File: src/rtl/sst_pkg.sv
package sst_pkg;
   // Variant of the SCL glitch filter
   typedef enum logic {
      FILT_MAJORITY  = 1'b0,  // output follows majority of the window
      FILT_UNANIMOUS = 1'b1   // output changes only when the window agrees
   } filt_mode_e;
endpackage

File: src/rtl/sst_scl_conditioner.sv
module sst_scl_conditioner #(
   parameter int                 SYNC_STAGES = 2,
   parameter int                 FILT_LEN    = 3,
   parameter sst_pkg::filt_mode_e FILT_MODE  = sst_pkg::FILT_MAJORITY
) (
   input  logic clk,
   input  logic rst_n,
   input  logic scl_raw,
   output logic fall,
   output logic rise
);
   localparam int CW   = $clog2(FILT_LEN + 1);
   localparam int HALF = FILT_LEN / 2;

   // elaboration-time parameter checks
   if (SYNC_STAGES < 2) begin : g_bad_sync
      $error("SYNC_STAGES must be at least 2");
   end
   if (FILT_LEN < 1) begin : g_bad_len
      $error("FILT_LEN must be at least 1");
   end
   if (FILT_MODE == sst_pkg::FILT_MAJORITY && (FILT_LEN % 2) == 0) begin : g_bad_odd
      $error("majority filter needs an odd FILT_LEN");
   end

   // Pipeline resets to low so that a line held low through reset
   // never produces a falling edge; a resulting rise is harmless.
   logic [SYNC_STAGES-1:0] sync_q;
   logic                   sync_out;

   always_ff @(posedge clk or negedge rst_n) begin
      if (!rst_n) sync_q <= '0;
      else        sync_q <= {sync_q[SYNC_STAGES-2:0], scl_raw};
   end
   assign sync_out = sync_q[SYNC_STAGES-1];

   logic [FILT_LEN-1:0] win_q;
   logic                filt_d, filt_q, filt_prev;

   if (FILT_LEN == 1) begin : g_win1
      always_ff @(posedge clk or negedge rst_n) begin
         if (!rst_n) win_q <= '0;
         else        win_q <= sync_out;
      end
   end else begin : g_winn
      always_ff @(posedge clk or negedge rst_n) begin
         if (!rst_n) win_q <= '0;
         else        win_q <= {win_q[FILT_LEN-2:0], sync_out};
      end
   end

   if (FILT_MODE == sst_pkg::FILT_MAJORITY) begin : g_major
      logic [CW-1:0] ones;
      always_comb begin
         ones = '0;
         for (int i = 0; i < FILT_LEN; i++) ones = ones + CW'(win_q[i]);
         filt_d = (ones > CW'(HALF));
      end
   end else begin : g_unan
      always_comb begin
         if (&win_q)       filt_d = 1'b1;
         else if (~|win_q) filt_d = 1'b0;
         else              filt_d = filt_q;
      end
   end

   always_ff @(posedge clk or negedge rst_n) begin
      if (!rst_n) begin
         filt_q    <= 1'b0;
         filt_prev <= 1'b0;
      end else begin
         filt_q    <= filt_d;
         filt_prev <= filt_q;
      end
   end

   assign fall = filt_prev & ~filt_q;
   assign rise = ~filt_prev & filt_q;
endmodule

File: src/rtl/sst_low_timer.sv
module sst_low_timer #(
   parameter int CNT_W = 16
) (
   input  logic             clk,
   input  logic             rst_n,
   input  logic             fall,
   input  logic             rise,
   output logic             in_low_nxt,
   output logic [CNT_W-1:0] cnt_nxt,
   output logic [CNT_W-1:0] low_len
);
   localparam logic [CNT_W-1:0] CNT_MAX = {CNT_W{1'b1}};

   if (CNT_W < 2) begin : g_bad_w
      $error("CNT_W must be at least 2");
   end

   logic             in_low;
   logic [CNT_W-1:0] cnt;

   always_comb begin
      in_low_nxt = in_low;
      cnt_nxt    = cnt;
      if (fall) begin
         in_low_nxt = 1'b1;
         cnt_nxt    = CNT_W'(1);
      end else if (rise) begin
         in_low_nxt = 1'b0;
         cnt_nxt    = '0;
      end else if (in_low) begin
         cnt_nxt    = (cnt == CNT_MAX) ? CNT_MAX : cnt + CNT_W'(1);
      end
   end

   always_ff @(posedge clk or negedge rst_n) begin
      if (!rst_n) begin
         in_low  <= 1'b0;
         cnt     <= '0;
         low_len <= '0;
      end else begin
         in_low <= in_low_nxt;
         cnt    <= cnt_nxt;
         if (rise && in_low) low_len <= cnt;
      end
   end


   sat_hold_chk: assert property (@(posedge clk) disable iff (!rst_n)
      (in_low && cnt == CNT_MAX && !rise && !fall) |=> (cnt == CNT_MAX));


   len_stable_chk: assert property (@(posedge clk) disable iff (!rst_n)
      !rise |=> $stable(low_len));
endmodule

File: src/rtl/sst_trigger_ctl.sv
module sst_trigger_ctl #(
   parameter int CNT_W = 16
) (
   input  logic             clk,
   input  logic             rst_n,
   input  logic             fall,
   input  logic             in_low_nxt,
   input  logic [CNT_W-1:0] cnt_nxt,
   input  logic [CNT_W-1:0] thr_in,
   input  logic             arm,
   output logic             trig_pulse,
   output logic             trig_sticky
);
   logic [CNT_W-1:0] thr_act, thr_sel;
   logic             fired, fired_nxt, trig_d, arm_d, rearm;

   // threshold for this phase is captured at its falling edge
   assign thr_sel = fall ? thr_in : thr_act;
   assign trig_d  = arm & in_low_nxt & ~(fired & ~fall) & (cnt_nxt > thr_sel);
   assign fired_nxt = fall ? trig_d : (fired | trig_d);
   assign rearm   = arm & ~arm_d;

   always_ff @(posedge clk or negedge rst_n) begin
      if (!rst_n) begin
         thr_act     <= '0;
         fired       <= 1'b0;
         trig_pulse  <= 1'b0;
         trig_sticky <= 1'b0;
         arm_d       <= 1'b0;
      end else begin
         thr_act    <= thr_sel;
         fired      <= fired_nxt;
         trig_pulse <= trig_d;
         arm_d      <= arm;
         if (trig_d)     trig_sticky <= 1'b1;
         else if (rearm) trig_sticky <= 1'b0;
      end
   end


   one_trig_chk: assert property (@(posedge clk) disable iff (!rst_n)
      trig_pulse |=> !trig_pulse);


   sticky_set_chk: assert property (@(posedge clk) disable iff (!rst_n)
      trig_pulse |-> trig_sticky);


   sticky_hold_chk: assert property (@(posedge clk) disable iff (!rst_n)
      (trig_sticky && !rearm) |=> trig_sticky);


   disarm_quiet_chk: assert property (@(posedge clk) disable iff (!rst_n)
      !arm |=> !trig_pulse);
endmodule

File: src/rtl/scl_stretch_trigger.sv
module scl_stretch_trigger #(
   parameter int                  CNT_W       = 16,
   parameter int                  SYNC_STAGES = 2,
   parameter int                  FILT_LEN    = 3,
   parameter sst_pkg::filt_mode_e FILT_MODE   = sst_pkg::FILT_MAJORITY
) (
   input  logic             clk,
   input  logic             rst_n,
   input  logic             scl_in,
   input  logic [CNT_W-1:0] thr_ticks,
   input  logic             arm,
   output logic             trig_pulse,
   output logic             trig_sticky,
   output logic [CNT_W-1:0] low_len
);
   logic             fall, rise, in_low_nxt;
   logic [CNT_W-1:0] cnt_nxt;

   sst_scl_conditioner #(
      .SYNC_STAGES(SYNC_STAGES),
      .FILT_LEN   (FILT_LEN),
      .FILT_MODE  (FILT_MODE)
   ) u_cond (
      .clk    (clk),
      .rst_n  (rst_n),
      .scl_raw(scl_in),
      .fall   (fall),
      .rise   (rise)
   );

   sst_low_timer #(.CNT_W(CNT_W)) u_timer (
      .clk       (clk),
      .rst_n     (rst_n),
      .fall      (fall),
      .rise      (rise),
      .in_low_nxt(in_low_nxt),
      .cnt_nxt   (cnt_nxt),
      .low_len   (low_len)
   );

   sst_trigger_ctl #(.CNT_W(CNT_W)) u_trig (
      .clk        (clk),
      .rst_n      (rst_n),
      .fall       (fall),
      .in_low_nxt (in_low_nxt),
      .cnt_nxt    (cnt_nxt),
      .thr_in     (thr_ticks),
      .arm        (arm),
      .trig_pulse (trig_pulse),
      .trig_sticky(trig_sticky)
   );
endmodule

File: config.mk
export PLATFORM = sky130hd
export DESIGN_NAME = scl_stretch_trigger
export DESIGN_NICKNAME = d
export VERILOG_FILES = /design/src/rtl/sst_pkg.sv /design/src/rtl/sst_scl_conditioner.sv /design/src/rtl/sst_low_timer.sv /design/src/rtl/sst_trigger_ctl.sv /design/src/rtl/scl_stretch_trigger.sv
export SDC_FILE = /design/constraint.sdc
export NUM_CORES = 1
export LEC_CHECK = 0
export ABC_CLOCK_PERIOD_IN_PS = 5100
export CELL_PAD_IN_SITES_DETAIL_PLACEMENT = 0
export CELL_PAD_IN_SITES_GLOBAL_PLACEMENT = 1
export CORE_MARGIN = 2
export CORE_UTILIZATION = 44
export CTS_CLUSTER_DIAMETER = 40
export CTS_CLUSTER_SIZE = 14
export DETAILED_ROUTE_END_ITERATION = 8
export PLACE_DENSITY = 0.86
export SLEW_MARGIN = 30
export SYNTH_ARGS = -nofsm -noshare
export SYNTH_HDL_FRONTEND = slang
export SYNTH_SLANG_ARGS = --single-unit
export TNS_END_PERCENT = 50
File: constraint.sdc
create_clock -name clk -period 5.1 [get_ports clk]
set_input_delay 1.53 -clock clk [delete_from_list [all_inputs] [get_ports clk]]
set_output_delay 1.53 -clock clk [all_outputs]
set_load 0.01 [all_outputs]
==> results of run 1 <==
logic make-up (layout without fill, tap and decap cells):
logic type,after synthesis,count (layout)
compound gates,40,40
simple gates,54,54
flops,60,60
fa+ha+maj,18,18
mux,31,31
xor+xnor,10,10
buf+inv,27,73
final timing paths:
path                                            startpoint                             end  slack [ps]
worst max-delay path                          thr_ticks[7]          u_trig.fired$_DFF_PN0_        1660
worst min-delay path            u_cond.sync_q[0]$_DFF_PN0_      u_cond.sync_q[1]$_DFF_PN0_         350
worst max register to register    u_timer.cnt[4]$_DFF_PN0_          u_trig.fired$_DFF_PN0_        1760
worst min register to register  u_cond.sync_q[0]$_DFF_PN0_      u_cond.sync_q[1]$_DFF_PN0_         350
max in group asynchronous                            rst_n  u_timer.low_len[4]$_DFFE_PN0P_        3120
min in group asynchronous                            rst_n      u_cond.sync_q[0]$_DFF_PN0_        1110
synthesized netlist by cell type:
cell,count
nand3_4,1
or4_1,1
and4_1,2
nand4_1,7
a31o_2,2
nor2_1,2
mux2i_1,16
and3_1,5
buf_6,2
ha_1,18
and3_2,3
a2111oi_0,1
clkbuf_1,3
nand2b_4,1
o31ai_1,1
or2b_2,1
buf_2,3
a32oi_1,2
o21ai_0,4
a221o_1,1
xnor2_1,3
a31oi_1,5
xor2_1,7
nor2b_1,3
a311oi_1,1
a21oi_1,19
mux2_2,15
a311o_1,1
a21o_1,3
inv_1,19
nand2_1,18
dfrtp_1,60
or2b_4,1
nor3_1,3
and4_2,1
nor4_1,1
nand3_1,4
per-layer routing:
layer  track usage (%)  routed length [µm]
met5                 0                   0
met4              8.36                 110
met3              2.65                 155
met2              24.0                2400
met1              23.4                2680
registers in the layout, summed over array words and instances, names as in the netlist, 2 cells and up:
name and count:
u_cond.sync_q 2, u_timer.cnt 16, u_trig.thr_act 16, u_timer.low_len 16
u_cond.win_q 3
cell type report:
cell class / instances / area [µm²]
multi-input combinational: 153 / 1220
sequential: 60 / 1500
fill: 569 / 2860
timing repair buffer: 38 / 373
inverter: 19 / 71.3
tap: 77 / 96.3
clock buffer: 14 / 153
clock inverter: 2 / 10.0
critical path: stages:
cell and delay, ps:
clkdlybuf4s50_1 400, mux2i_1 240, ha_1 310, a21oi_1 140, o21ai_0 100, a2111oi_0 700, a32oi_1 200
power breakdown:
group	switching [µW]	leakage (µW)	total, µW	internal [µW]
clock	177	0.0000844	365	189
combinational	116	0.000765	227	110
sequential	30.7	0.000776	561	530
stage by stage:
stage | setup WS (ps) | utilization (%) | total power [µW] | hold slack [ps] | instances
after floorplan | 2010 | - | 714 | 331 | 240
after global placement | 1410 | 51.8 | 789 | 336 | 347
after detailed placement | 1280 | 51.9 | 801 | 344 | 347
after CTS | 1650 | 54.5 | 1170 | 358 | 363
after global routing | 1500 | 54.5 | 1220 | 382 | 363
final | 1660 | 54.5 | 1150 | 355 | 363
==> results.yml, run 1 <==
worst_setup_path:
  path_class: "in2reg"
  arrival_ps: 3610
  cp-end-kind: "flip-flop"
  worstPathRequired_ps: 5270
  rr_worst_depth: 9
  start_kind: "input pin"
  worst-path-max-fanout: 3
grt:
  antenna_found_initial: 0
  grt_pass1_vias: 1853
  grt_max_degree: 45
  grt_pass1_wl_mm: 9.00
  grt_util_all_layers_pct: 16.3
  grt_overflow: 0
drt:
  wl_mm: 5.35
  drtIter0Drc: 117
  ant_nets: 0
  viasPerCell: 5.20
  wl_per_cell_um: 14.7
  dr_total_vias: 1889
  drtPass1Iterations: 4
  drc: 0
clock_network:
  cts_resized: 0
  cts_max_level: 3
  clk_pin_slew_worst_paths_ps: 60
  cts_setup_buffers: 0
  clockBufferDepth: 2
  cts_sinks: 60
  cts_root_buffer: "clkbuf_8"
  cts.hold.buffers_added: 0
  cts_tree: "done"
  cts_buffers: 9
  insertion_delay_ps: 330
yosys:
  synth_top_family_by_area: "multiplexers"
  yosys.area_share.adder_pct: 7.95
  synth_top_cell_area_share_pct: 53.0
  ys_ff_latch: 60
  ys_warn_count: 0
  seq_area_frac_synth_pct: 53.0
  synthSimpleGateAreaFrac_pct: 11.3
  synthesis.nets: 278
  muxShareOfSynthArea_pct: 11.6
  postSynthAreaPerCell_um2: 11.8
  syn-instance-count: 240
  synth_compound_area_share_pct: 8.79
  synth_area_leaders: "dfrtp_1 (53%), ha_1 (8.0%), mux2_2 (6.0%), mux2i_1 (5.7%), a21oi_1 (3.4%)"
  ys_types: 37
  syn_area_mm2: 0.00283
  synthXorXnorAreaFrac_pct: 3.09
  yosys.area.top_type: "dfrtp_1"
sta:
  max_slew_margin_pct: 47.3
  finalSetupViolations: 0
  worstMarginPinSlew_ps: 771
  rsz0062_at_grt: "false"
  clock_skew_ps: 5.46
  drv_slew: 0
  fin_crit_sh_pct: 67.4
  tns_ps: 0
  hold_violations: 0
  fmax_mhz: 291
  min_period_ps: 3440
final_layout:
  fin_nets: 319
  final_area_mm2: 0.00342
  mostFrequentLayoutCells: "dfrtp_1 (60), clkdlybuf4s50_1 (36), inv_1 (19), a21oi_1 (19)"
  num_antenna_cells: 0
  areaGrowthSynthToFinish_pct: 20.9
  drive_gt1_share_pct: 14.0
  layout_commonest_cell: "dfrtp_1"
floorplan:
  fp.dieH_um: 84.2
  die_w_um: 84.2
  num_rows: 29
  start_util_pct: 45.1
  core_mm2: 0.00628
  die-area_mm2: 0.00709
  pin_count: 38
run:
  drv_cap: 0
hold_path:
  hold_depth: 0
  hold_class: "reg2reg"
placement:
  numPortBuffers: 37
  dp_hpwl_mm: 3.86
  gp_congestion: 0.857
  post_dp_cell_area_mm2: 0.00326
power_and_ir_drop:
  powerDensity_mw_per_mm2: 337
  leakagePower_uw: 0.00163
  vdd.ir_drop.worst_v: 0.000175
run_status:
  status: "completed"
(Power assumes the default switching activity.)
==> run 2: changes to the inputs <==
--- a/config.mk
+++ b/config.mk
@@ -5,7 +5,7 @@
 export SDC_FILE = /design/constraint.sdc
 export NUM_CORES = 1
 export LEC_CHECK = 0
-export ABC_CLOCK_PERIOD_IN_PS = 5100
+export ABC_CLOCK_PERIOD_IN_PS = 3170
 export CELL_PAD_IN_SITES_DETAIL_PLACEMENT = 0
 export CELL_PAD_IN_SITES_GLOBAL_PLACEMENT = 1
 export CORE_MARGIN = 2
==> constraint.sdc (replaced) <==
create_clock -name clk -period 3.17 [get_ports clk]
set_input_delay 0.951 -clock clk [delete_from_list [all_inputs] [get_ports clk]]
set_output_delay 0.951 -clock clk [all_outputs]
set_load 0.01 [all_outputs]
==> run 2 against run 1 <==
  * Flip-flop and latch count did not move
  * Total power is 70% higher
  * Non-clock buffer count rose by 5
  * Critical path depth up 3
  * Worst hold slack better by 0.68 ps
  * Via count rose by 2.2%
  * Count of clock-buffer cells in the layout decreased by 5
  * Clock skew is 5.6 ps higher
  * Cell area increased by 2.7%
  * Core utilization up 1.5 points
  * Setup slack worse by 1400 ps
  * First-iteration DRC count decreased by 44%
  * Critical endpoint unchanged
  * Highest routed layer unchanged
==> results.yml, run 2 (synthesis results as in run 1) <==
grt:
  grt_pass1_wl_mm: 8.91
  antenna_found_initial: 0
  grt_util_all_layers_pct: 16.1
  grt_max_degree: 26
  grt_pass1_vias: 1902
  grt_overflow: 0
final_layout:
  drive_gt1_share_pct: 17.5
  areaGrowthSynthToFinish_pct: 24.1
  fin_cells: 368
  layout_commonest_cell: "dfrtp_1"
  largestRegisters: "u_timer.cnt (16), u_timer.low_len (16), u_trig.thr_act (16)"
  fin_nets: 324
  final_area_mm2: 0.00351
  fillers: 550
  utilization_pct: 56.0
  mostFrequentLayoutCells: "dfrtp_1 (60), clkdlybuf4s50_1 (36), inv_1 (19), a21oi_1 (19)"
  num_antenna_cells: 0
placement:
  dp_hpwl_mm: 3.91
  numPlacedInstances: 352
  numPortBuffers: 37
  dp_slack_ps: 104
  post_dp_cell_area_mm2: 0.00330
  gp_congestion: 0.820
worst_setup_path:
  cp-startpoint: "u_timer.cnt[0]$_DFF_PN0_"
  cp-end-kind: "flip-flop"
  rr_worst_depth: 10
  rrSetupSlack_ps: 220
  r2r-end: "u_trig.fired$_DFF_PN0_"
  worst-path-max-fanout: 15
  worstPathRequired_ps: 3390
  start_kind: "flip-flop"
  path_class: "reg2reg"
  reg2reg_from: "u_timer.cnt[0]$_DFF_PN0_"
  arrival_ps: 3170
clock_network:
  insertion_delay_ps: 340
  clockBufferDepth: 2
  cts_root_buffer: "clkbuf_8"
  cts_max_level: 3
  cts_sinks: 60
  cts.hold.buffers_added: 0
  cts_buffers: 9
  clk_pin_slew_worst_paths_ps: 70
  cts_tree: "done"
power_and_ir_drop:
  p_seq_share_pct: 45.9
  combPwrFrac_pct: 19.1
  p_int_uw: 1400
  leakagePower_uw: 0.00167
  clock_power_share_pct: 34.9
  netSwitchingFraction_pct: 28.3
  powerDensity_mw_per_mm2: 556
  vdd.ir_drop.worst_v: 0.000370
  power.net_switching_uw: 554
floorplan:
  die_w_um: 84.2
  start_util_pct: 45.1
  num_rows: 29
  fp.dieH_um: 84.2
  die-area_mm2: 0.00709
  pin_count: 38
  core_mm2: 0.00628
drt:
  drtIter0Drc: 65
  viasPerCell: 5.24
  wl_mm: 5.24
  wl_per_cell_um: 14.2
  ant_nets: 0
  drc: 0
  dr_total_vias: 1930
  drtPass1Iterations: 4
sta:
  tns_ps: 0
  setup_ws_ps: 217
  hold_violations: 0
  max_slew_margin_pct: 54.4
  rsz0062_at_grt: "false"
  drv_slew: 0
  min_period_ps: 2950
  fmax_mhz: 339
  fin_crit_sh_pct: 93.2
  worstMarginPinSlew_ps: 682
  clock_skew_ps: 11.1
  finalSetupViolations: 0
run:
  drv_cap: 0
hold_path:
  hold_end: "u_cond.win_q[0]$_DFF_PN0_"
  min_from: "u_cond.sync_q[1]$_DFF_PN0_"
  hold_depth: 0
  hold_class: "reg2reg"
run_status:
  status: "completed"
[run 2: changes by cell type in the layout (fill, tap and decap cells not counted), sizes merged]
cell	previous run	this run
clkbuf	14	9
buf	2	7
clkinvlp	0	1
clkinv	2	5
bufinv	0	1
[run 2: worst max-delay path, stage by stage (launching register included)]
cell	delay, ps
dfrtp_1	420
ha_1	240
and3_1	250
and3_2	270
nand2b_4	170
a31oi_1	140
ha_1	350
nand4_1	190
nor4_2	440
a311o_1	290
a32oi_1	70
[run 2: what timing repair did]
| action | in CTS | in global routing |
|---|---|---|
| gates resized for setup | 0 | 3 |
| setup endpoints to repair | 0 | 3 |
| hold endpoints to repair | 0 | 0 |
| buffers inserted | 0 | 0 |
[run 2: worst max-delay path by stage]
stage	endpoint	slack [ps]	depth (start not counted)
final	u_trig.fired$_DFF_PN0_	220	10
after global routing	u_trig.trig_sticky$_DFFE_PN0P_	0.7	10
after CTS	u_trig.fired$_DFF_PN0_	90	9
after detailed placement	u_trig.fired$_DFF_PN0_	100	7
after global placement	u_trig.fired$_DFF_PN0_	220	7
after floorplan	u_trig.fired$_DFF_PN0_	180	11
[run 2: stage by stage]
step           hold WS [ps]  total power, µW
3_5_place_dp            336             1290
6_report                356             1960
3_3_place_gp            334             1280
5_1_grt                 377             2070
4_1_cts                 358             1980
2_1_floorplan           331             1150
[run 2: cell type report]
cell class | instances | area [µm²] | share of cell area (%)
flip-flops and latches | 60 | 1500 | 42.7
clock buffers | 9 | 124 | 3.52
inverters | 19 | 71.3 | 2.03
clock inverters | 7 | 77.6 | 2.21
well taps | 77 | 96.3 | 2.74
multi-input cells | 153 | 1220 | 34.7
repair buffers | 43 | 423 | 12.0
[run 2: power groups by stage]
stage | logic [µW] | registers (µW) | clock network [µW]
after global placement | 367 | 912 | 0
after floorplan | 242 | 907 | 0
after detailed placement | 377 | 915 | 0
after global routing | 423 | 910 | 737
final | 374 | 898 | 683
after CTS | 381 | 900 | 695
[run 2: per-layer routing]
metal	global-route usage (%)	wire length, µm
met1	22.7	2560
met3	3.24	197
met4	7.04	62
met2	24.2	2420
met5	0	0
